**src/rtl/agu_pkg.sv**
```systemverilog
package agu_pkg;

   typedef enum logic [2:0] {
      OP_LD_REL  = 3'd0,
      OP_ST_REL  = 3'd1,
      OP_LD_BASE = 3'd2,
      OP_ST_BASE = 3'd3,
      OP_LD_IND  = 3'd4,
      OP_ST_IND  = 3'd5,
      OP_ADDR    = 3'd6,
      OP_VEC     = 3'd7
   } agu_op_e;

   typedef enum logic [1:0] {
      S_IDLE   = 2'd0,
      S_FIRST  = 2'd1,
      S_SECOND = 2'd2
   } seq_state_e;

   localparam logic [1:0] NPC_INC = 2'd0;
   localparam logic [1:0] NPC_ADD = 2'd1;
   localparam logic [1:0] NPC_BUS = 2'd2;

   function automatic logic op_is_store(input agu_op_e o);
      return (o == OP_ST_REL) || (o == OP_ST_BASE) || (o == OP_ST_IND);
   endfunction

   function automatic logic op_is_indirect(input agu_op_e o);
      return (o == OP_LD_IND) || (o == OP_ST_IND);
   endfunction

   function automatic logic op_is_base(input agu_op_e o);
      return (o == OP_LD_BASE) || (o == OP_ST_BASE);
   endfunction

endpackage

```
**src/rtl/agu_sext.sv**
```systemverilog
module agu_sext #(
   parameter int IN_W  = 9,
   parameter int OUT_W = 16
) (
   input  logic [IN_W-1:0]  fld,
   output logic [OUT_W-1:0] ext
);
   generate
      if (IN_W >= OUT_W) begin : g_trunc
         assign ext = fld[OUT_W-1:0];
      end else begin : g_extend
         localparam int PAD_W = OUT_W - IN_W;
         assign ext = {{PAD_W{fld[IN_W-1]}}, fld};
      end
   endgenerate
endmodule

```
**src/rtl/agu_ea_adder.sv**
```systemverilog
module agu_ea_adder #(
   parameter int ADDR_W = 16,
   parameter int REL_W  = 9,
   parameter int BOFF_W = 6
) (
   input  logic              use_base,
   input  logic [ADDR_W-1:0] pc_inc,
   input  logic [ADDR_W-1:0] base_val,
   input  logic [REL_W-1:0]  rel_fld,
   input  logic [BOFF_W-1:0] boff_fld,
   output logic [ADDR_W-1:0] sum
);
   logic [ADDR_W-1:0] rel_ext;
   logic [ADDR_W-1:0] boff_ext;
   logic [ADDR_W-1:0] opnd_a;
   logic [ADDR_W-1:0] opnd_b;

   agu_sext #(.IN_W(REL_W), .OUT_W(ADDR_W)) u_rel_ext (
      .fld (rel_fld),
      .ext (rel_ext)
   );

   agu_sext #(.IN_W(BOFF_W), .OUT_W(ADDR_W)) u_boff_ext (
      .fld (boff_fld),
      .ext (boff_ext)
   );

   // One shared carry chain; only the operand muxes differ per mode.
   always_comb begin
      opnd_a = use_base ? base_val : pc_inc;
      opnd_b = use_base ? boff_ext : rel_ext;
      sum    = opnd_a + opnd_b;
   end
endmodule

```
**src/rtl/agu_seq.sv**
```systemverilog
module agu_seq
   import agu_pkg::*;
#(
   parameter int ADDR_W = 16,
   parameter int DATA_W = 16
) (
   input  logic              clk,
   input  logic              rst_n,
   input  logic              start,
   input  agu_op_e           op,
   input  logic [ADDR_W-1:0] ea,
   input  logic [ADDR_W-1:0] vec_addr,
   input  logic [DATA_W-1:0] wdata_in,
   input  logic [DATA_W-1:0] mem_rdata,
   input  logic              mem_ready,
   output logic [ADDR_W-1:0] mem_addr,
   output logic              mem_rd,
   output logic              mem_wr,
   output logic [DATA_W-1:0] mem_wdata,
   output logic              busy,
   output logic              done,
   output logic [DATA_W-1:0] result
);
   seq_state_e state;
   agu_op_e    op_q;

   assign busy = (state != S_IDLE);

   always_ff @(posedge clk or negedge rst_n) begin
      if (!rst_n) begin
         state     <= S_IDLE;
         op_q      <= OP_LD_REL;
         mem_addr  <= '0;
         mem_rd    <= 1'b0;
         mem_wr    <= 1'b0;
         mem_wdata <= '0;
         done      <= 1'b0;
         result    <= '0;
      end else begin
         done <= 1'b0;
         case (state)
            S_IDLE: begin
               if (start) begin
                  op_q      <= op;
                  mem_wdata <= wdata_in;
                  if (op == OP_ADDR) begin
                     done   <= 1'b1;
                     result <= DATA_W'(ea);
                  end else begin
                     state    <= S_FIRST;
                     mem_addr <= (op == OP_VEC) ? vec_addr : ea;
                     mem_rd   <= !op_is_store(op) || op_is_indirect(op);
                     mem_wr   <= op_is_store(op) && !op_is_indirect(op);
                  end
               end
            end
            S_FIRST: begin
               if (mem_ready) begin
                  if (op_is_indirect(op_q)) begin
                     // Pointer word becomes the final address.
                     state    <= S_SECOND;
                     mem_addr <= ADDR_W'(mem_rdata);
                     mem_rd   <= !op_is_store(op_q);
                     mem_wr   <= op_is_store(op_q);
                  end else begin
                     state  <= S_IDLE;
                     mem_rd <= 1'b0;
                     mem_wr <= 1'b0;
                     done   <= 1'b1;
                     result <= op_is_store(op_q) ? '0 : mem_rdata;
                  end
               end
            end
            S_SECOND: begin
               if (mem_ready) begin
                  state  <= S_IDLE;
                  mem_rd <= 1'b0;
                  mem_wr <= 1'b0;
                  done   <= 1'b1;
                  result <= op_is_store(op_q) ? '0 : mem_rdata;
               end
            end
            default: begin
               state  <= S_IDLE;
               mem_rd <= 1'b0;
               mem_wr <= 1'b0;
            end
         endcase
      end
   end
endmodule

```
**src/rtl/mem_addr_gen.sv**
```systemverilog
module mem_addr_gen
   import agu_pkg::*;
#(
   parameter int ADDR_W   = 16,
   parameter int DATA_W   = 16,
   parameter int FLD_W    = 9,
   parameter int REL_W    = 9,
   parameter int BOFF_W   = 6,
   parameter int VEC_W    = 8,
   parameter int RIDX_W   = 3,
   parameter int RIDX_LSB = 6
) (
   input  logic              clk,
   input  logic              rst_n,
   input  logic              start,
   input  logic [2:0]        op,
   input  logic [FLD_W-1:0]  insn_lo,
   input  logic [ADDR_W-1:0] pc_inc,
   input  logic [ADDR_W-1:0] base_val,
   input  logic [DATA_W-1:0] src_val,
   output logic [RIDX_W-1:0] base_idx,
   input  logic [1:0]        pc_src,
   input  logic [ADDR_W-1:0] bus_val,
   output logic [ADDR_W-1:0] next_pc,
   output logic [ADDR_W-1:0] mem_addr,
   output logic              mem_rd,
   output logic              mem_wr,
   output logic [DATA_W-1:0] mem_wdata,
   input  logic [DATA_W-1:0] mem_rdata,
   input  logic              mem_ready,
   output logic              busy,
   output logic              done,
   output logic [DATA_W-1:0] result
);
   generate
      if (DATA_W != ADDR_W) begin : g_bad_width
         $error("pointer words must be address-wide");
      end
      if (REL_W >= ADDR_W || REL_W > FLD_W) begin : g_bad_rel
         $error("relative offset width out of range");
      end
      if (BOFF_W > RIDX_LSB) begin : g_bad_boff
         $error("base offset overlaps base index field");
      end
      if (RIDX_LSB + RIDX_W > FLD_W) begin : g_bad_ridx
         $error("base index field beyond instruction bits");
      end
      if (VEC_W > ADDR_W || VEC_W > FLD_W) begin : g_bad_vec
         $error("vector width out of range");
      end
   endgenerate

   agu_op_e           op_e;
   logic              use_base;
   logic [ADDR_W-1:0] ea_sum;
   logic [ADDR_W-1:0] rel_sum;
   logic [ADDR_W-1:0] vec_addr;

   assign op_e     = agu_op_e'(op);
   assign use_base = op_is_base(op_e);
   assign base_idx = insn_lo[RIDX_LSB +: RIDX_W];

   agu_ea_adder #(.ADDR_W(ADDR_W), .REL_W(REL_W), .BOFF_W(BOFF_W)) u_adder (
      .use_base (use_base),
      .pc_inc   (pc_inc),
      .base_val (base_val),
      .rel_fld  (insn_lo[REL_W-1:0]),
      .boff_fld (insn_lo[BOFF_W-1:0]),
      .sum      (ea_sum)
   );

   // The next-PC path always wants the counter-relative sum.
   agu_ea_adder #(.ADDR_W(ADDR_W), .REL_W(REL_W), .BOFF_W(BOFF_W)) u_npc_adder (
      .use_base (1'b0),
      .pc_inc   (pc_inc),
      .base_val (base_val),
      .rel_fld  (insn_lo[REL_W-1:0]),
      .boff_fld (insn_lo[BOFF_W-1:0]),
      .sum      (rel_sum)
   );

   generate
      if (VEC_W == ADDR_W) begin : g_vec_full
         assign vec_addr = insn_lo[VEC_W-1:0];
      end else begin : g_vec_zext
         assign vec_addr = {{(ADDR_W-VEC_W){1'b0}}, insn_lo[VEC_W-1:0]};
      end
   endgenerate

   always_comb begin
      case (pc_src)
         NPC_ADD: next_pc = rel_sum;
         NPC_BUS: next_pc = bus_val;
         default: next_pc = pc_inc;
      endcase
   end

   agu_seq #(.ADDR_W(ADDR_W), .DATA_W(DATA_W)) u_seq (
      .clk       (clk),
      .rst_n     (rst_n),
      .start     (start),
      .op        (op_e),
      .ea        (ea_sum),
      .vec_addr  (vec_addr),
      .wdata_in  (src_val),
      .mem_rdata (mem_rdata),
      .mem_ready (mem_ready),
      .mem_addr  (mem_addr),
      .mem_rd    (mem_rd),
      .mem_wr    (mem_wr),
      .mem_wdata (mem_wdata),
      .busy      (busy),
      .done      (done),
      .result    (result)
   );
endmodule

```
**config.mk**
```make
export PLATFORM = sky130hd
export DESIGN_NAME = mem_addr_gen
export DESIGN_NICKNAME = d
export VERILOG_FILES = /design/src/rtl/agu_pkg.sv /design/src/rtl/agu_sext.sv /design/src/rtl/agu_ea_adder.sv /design/src/rtl/agu_seq.sv /design/src/rtl/mem_addr_gen.sv
export SDC_FILE = /design/constraint.sdc
export NUM_CORES = 1
export LEC_CHECK = 0
export BUFFER_PORTS_ARGS = -buffer_cell sky130_fd_sc_hd__buf_2
export CAP_MARGIN = 10
export CORE_ASPECT_RATIO = 1.4
export CORE_MARGIN = 2
export CORE_UTILIZATION = 51
export DETAILED_ROUTE_END_ITERATION = 7
export GPL_TIMING_DRIVEN = 0
export PLACE_DENSITY = 0.82
export SYNTH_ARGS = -nofsm -noshare
export SYNTH_HDL_FRONTEND = slang
export SYNTH_SLANG_ARGS = --single-unit
```
**constraint.sdc**
```tcl
create_clock -name clk -period 4.5 [get_ports clk]
set_input_delay 0.9 -clock clk [delete_from_list [all_inputs] [get_ports clk]]
set_output_delay 0.9 -clock clk [all_outputs]
set_load 0.01 [all_outputs]
```
==> results.md <==
- RSZ-0062 raised after global routing: no
- Final Hold Viols: 0
- Initial core utilization: 52.1%
- # nets final: 864
- Reg area: 0.00140 mm2
- Synth warnings: 0
- Clock Latency Late Sink: 0.30 ns
- Fin Clk Skew: 0.00539 ns
- Mapped Area: 0.00468 mm2
- Initial antenna violation count: 0
- Power Density: 555 mW/mm2
- Vias: 4,758
- Row count: 41
- Worst Tran Pin Value: 0.702 ns
- Clock sinks: 56
- Slew Limit Fails: 0
- Crit end category: primary output
- H-Tree Depth: 2
- Full die area: 0.00996 mm2
- Syn Inst Count: 553
- Root buffer cell: clkbuf_16
- Final setup vio count: 0
- Final global-route overflow total: 0
- Outcome: finished, final reports clean
- Antenna cells: 0
- Min cycle time layout: 4.27 ns
- Sequential element share of the synthesized area: 30.0%
- Num CTS Buffers: 5
- Final Cycle Share: 94.9%
- DRC: 0
- Hpwl dp: 10,700 um
- Total GRT Usage: 25.4%
- Pwr Total: 3.24 mW
- Worst vdd ir: 0.447 mV
- Chip height: 117 um
- Worst Setup Start Kind: input pin
- Synth cell types: 62
- Critical path peak fanout: 3
- FF+latch count, synth: 56
- Worst Hold Class: reg -> reg
- CTS tree: yes
- Vias per inst: 5.68
- GPL Wtd Cong: 0.938
- Synth Flop Type: dfrtp_1
- Core Footprint: 0.00898 mm2
- Ports: 169
- Number of global-route vias before repair: 4,503
- Fill count: 779
- Req. time, crit path: 3.60 ns
- Share of layout cells above drive strength 1: 30.4%
- 1st-iter DRT viols: 291
- Multi-input gate area: 0.00304 mm2
- CTS clk-pin slew, worst paths: 0.07 ns
- Pleak: 2.92 nW
- Area added between synthesis and finish: 24.7%
- TritonRoute pass-1 iters: 7
- Max-cap violation count: 0
- Largest net degree at the start of global routing: 57
- Worst Path Arrival: 3.37 ns
- Width of the die: 84.9 um
- Number of flops mapped to enable cells by yosys: 0
- Asr flop ratio synth: 100%
- Setup CP Type: in -> out
- Global-route wire length before repair: 20,300 um
- Post-synth net total: 688
- Setup TNS: 0 ns
- Fmax: 234 MHz
- Avg Inst Size Synth: 8.46 um2
- Clk buf depth: 2
- Number of buffers added on ports: 168
- DR WL/cell: 15.6 um
- Total Wirelength: 13,000 um
- Relative slew slack: 53.0%
- Number of routed nets with antenna violations: 0
## routing by layer
metal	vias to the layer above	GRT usage, %	share of wire, %
met1	2185	27.5	40
met3	27	3.30	5.4
li1	2347	-	-
met2	199	48.7	52
met5	-	0	0
met4	0	11.9	3.0
## worst paths after layout
kind,start,to,slack [ns],depth (start not counted)
max in group asynchronous,rst_n,u_seq.mem_wdata[8],3.46,2
worst min-delay path,u_seq.mem_addr[4],u_seq.mem_addr[4],0.49,2
min in group asynchronous,rst_n,u_seq.mem_wdata[14],0.50,1
worst max-delay path,insn_lo[0],next_pc[14],0.23,11
worst min register to register,u_seq.mem_addr[4],u_seq.mem_addr[4],0.49,2
worst max register to register,u_seq.state[1],u_seq.result[3],1.62,7
## synthesized netlist by cell type, drive strengths merged (5+ instances only)
cell type	count	area (um2)
inv	20	75.1
o221ai	5	43.8
ha	35	438
o21a	5	37.5
xor2	10	87.6
o31ai	7	57.6
a21oi	57	285
and3	9	56.3
a221oi	5	43.8
o22ai	5	31.3
dfrtp	56	1400
a21o	10	75.1
nand2	84	315
o21ai	45	229
a22oi	18	135
mux2i	10	100
nand3	8	40.0
buf	11	98.8
xnor2	25	219
nor2b	6	37.5
clkbuf	17	63.8
nor2	36	135
mux2	21	240
## cell type report
type                    instances  area share [%]
repair buffers                169            14.8
inverters                      21            1.35
clock inverters                 2           0.257
multi-input cells             448            52.1
well taps                     107            2.30
plain buffers                  28            2.81
flip-flops and latches         56            24.0
clock buffers                   6            2.38
## state kept, by name, indices dropped and copies added, names as in the netlist
name	cells
u_seq.mem_addr	16
u_seq.mem_wdata	16
u_seq.result	16
u_seq.op_q	3
u_seq.state	2
u_seq.done	1
u_seq.mem_rd	1
u_seq.mem_wr	1
## where the power goes
group | total (mW) | internal [mW] | switching (mW)
sequential | 0.911 | 0.770 | 0.141
combinational | 1.92 | 0.791 | 1.13
clock | 0.405 | 0.222 | 0.183
total | 3.24 | 1.78 | 1.46
## cell families (layout without fill, tap and decap cells)
logic type / after synthesis / in the layout / synth area share, %
compound gates: 180 / 180 / 24.7
simple gates: 162 / 162 / 15.4
flops: 56 / 56 / 30.0
buf+inv: 49 / 226 / 5.16
fa+ha+maj: 40 / 40 / 10.9
xor+xnor: 35 / 35 / 6.56
mux: 31 / 31 / 7.28
## through the flow
| step | hold WS, ns | instances | util, % | setup WS (ns) | area [um2] |
|---|---|---|---|---|---|
| global route | 0.506 | 837 | 65.0 | 0.0375 | 5830 |
| detailed placement | 0.469 | 828 | 62.9 | -0.0566 | 5650 |
| finish | 0.487 | 837 | 65.0 | 0.228 | 5830 |
| CTS | 0.485 | 836 | 64.7 | 0.0503 | 5800 |
| floorplan | 0.488 | 553 | - | 0.559 | 4680 |
| global placement | 0.465 | 828 | 62.9 | 0.0243 | 5650 |
## timing repair
item	in CTS	in global routing
endpoints found under the setup margin	0	3
gates resized for setup	0	3
setup buffers	0	0
hold buffers	0	0
## worst max-delay path, cell delays in order
cell,delay (ns)
buf_2,0.12
ha_1,0.23
fa_1,0.42
a21o_1,0.20
a221oi_2,0.36
nor3_1,0.16
nor4_1,0.35
o31ai_1,0.17
xnor2_1,0.14
o21ai_0,0.16
buf_2,0.16
## placed cells by master, fill, tap and decap left out, types with 6 or more instances in the layout
cell type and count:
buf_2 171, nand2_1 84, a21oi_1 57, dfrtp_1 56, o21ai_0 44, nor2_1 36, ha_1 35, xnor2_1 25
inv_1 20, mux2_2 20, a22oi_1 18, clkbuf_1 16, a21o_1 10, xor2_1 10, mux2i_1 10, and3_1 9
nand3_1 8, nor2b_1 6, o31ai_1 6
No activity file was read; power rests on OpenSTA's default activity.
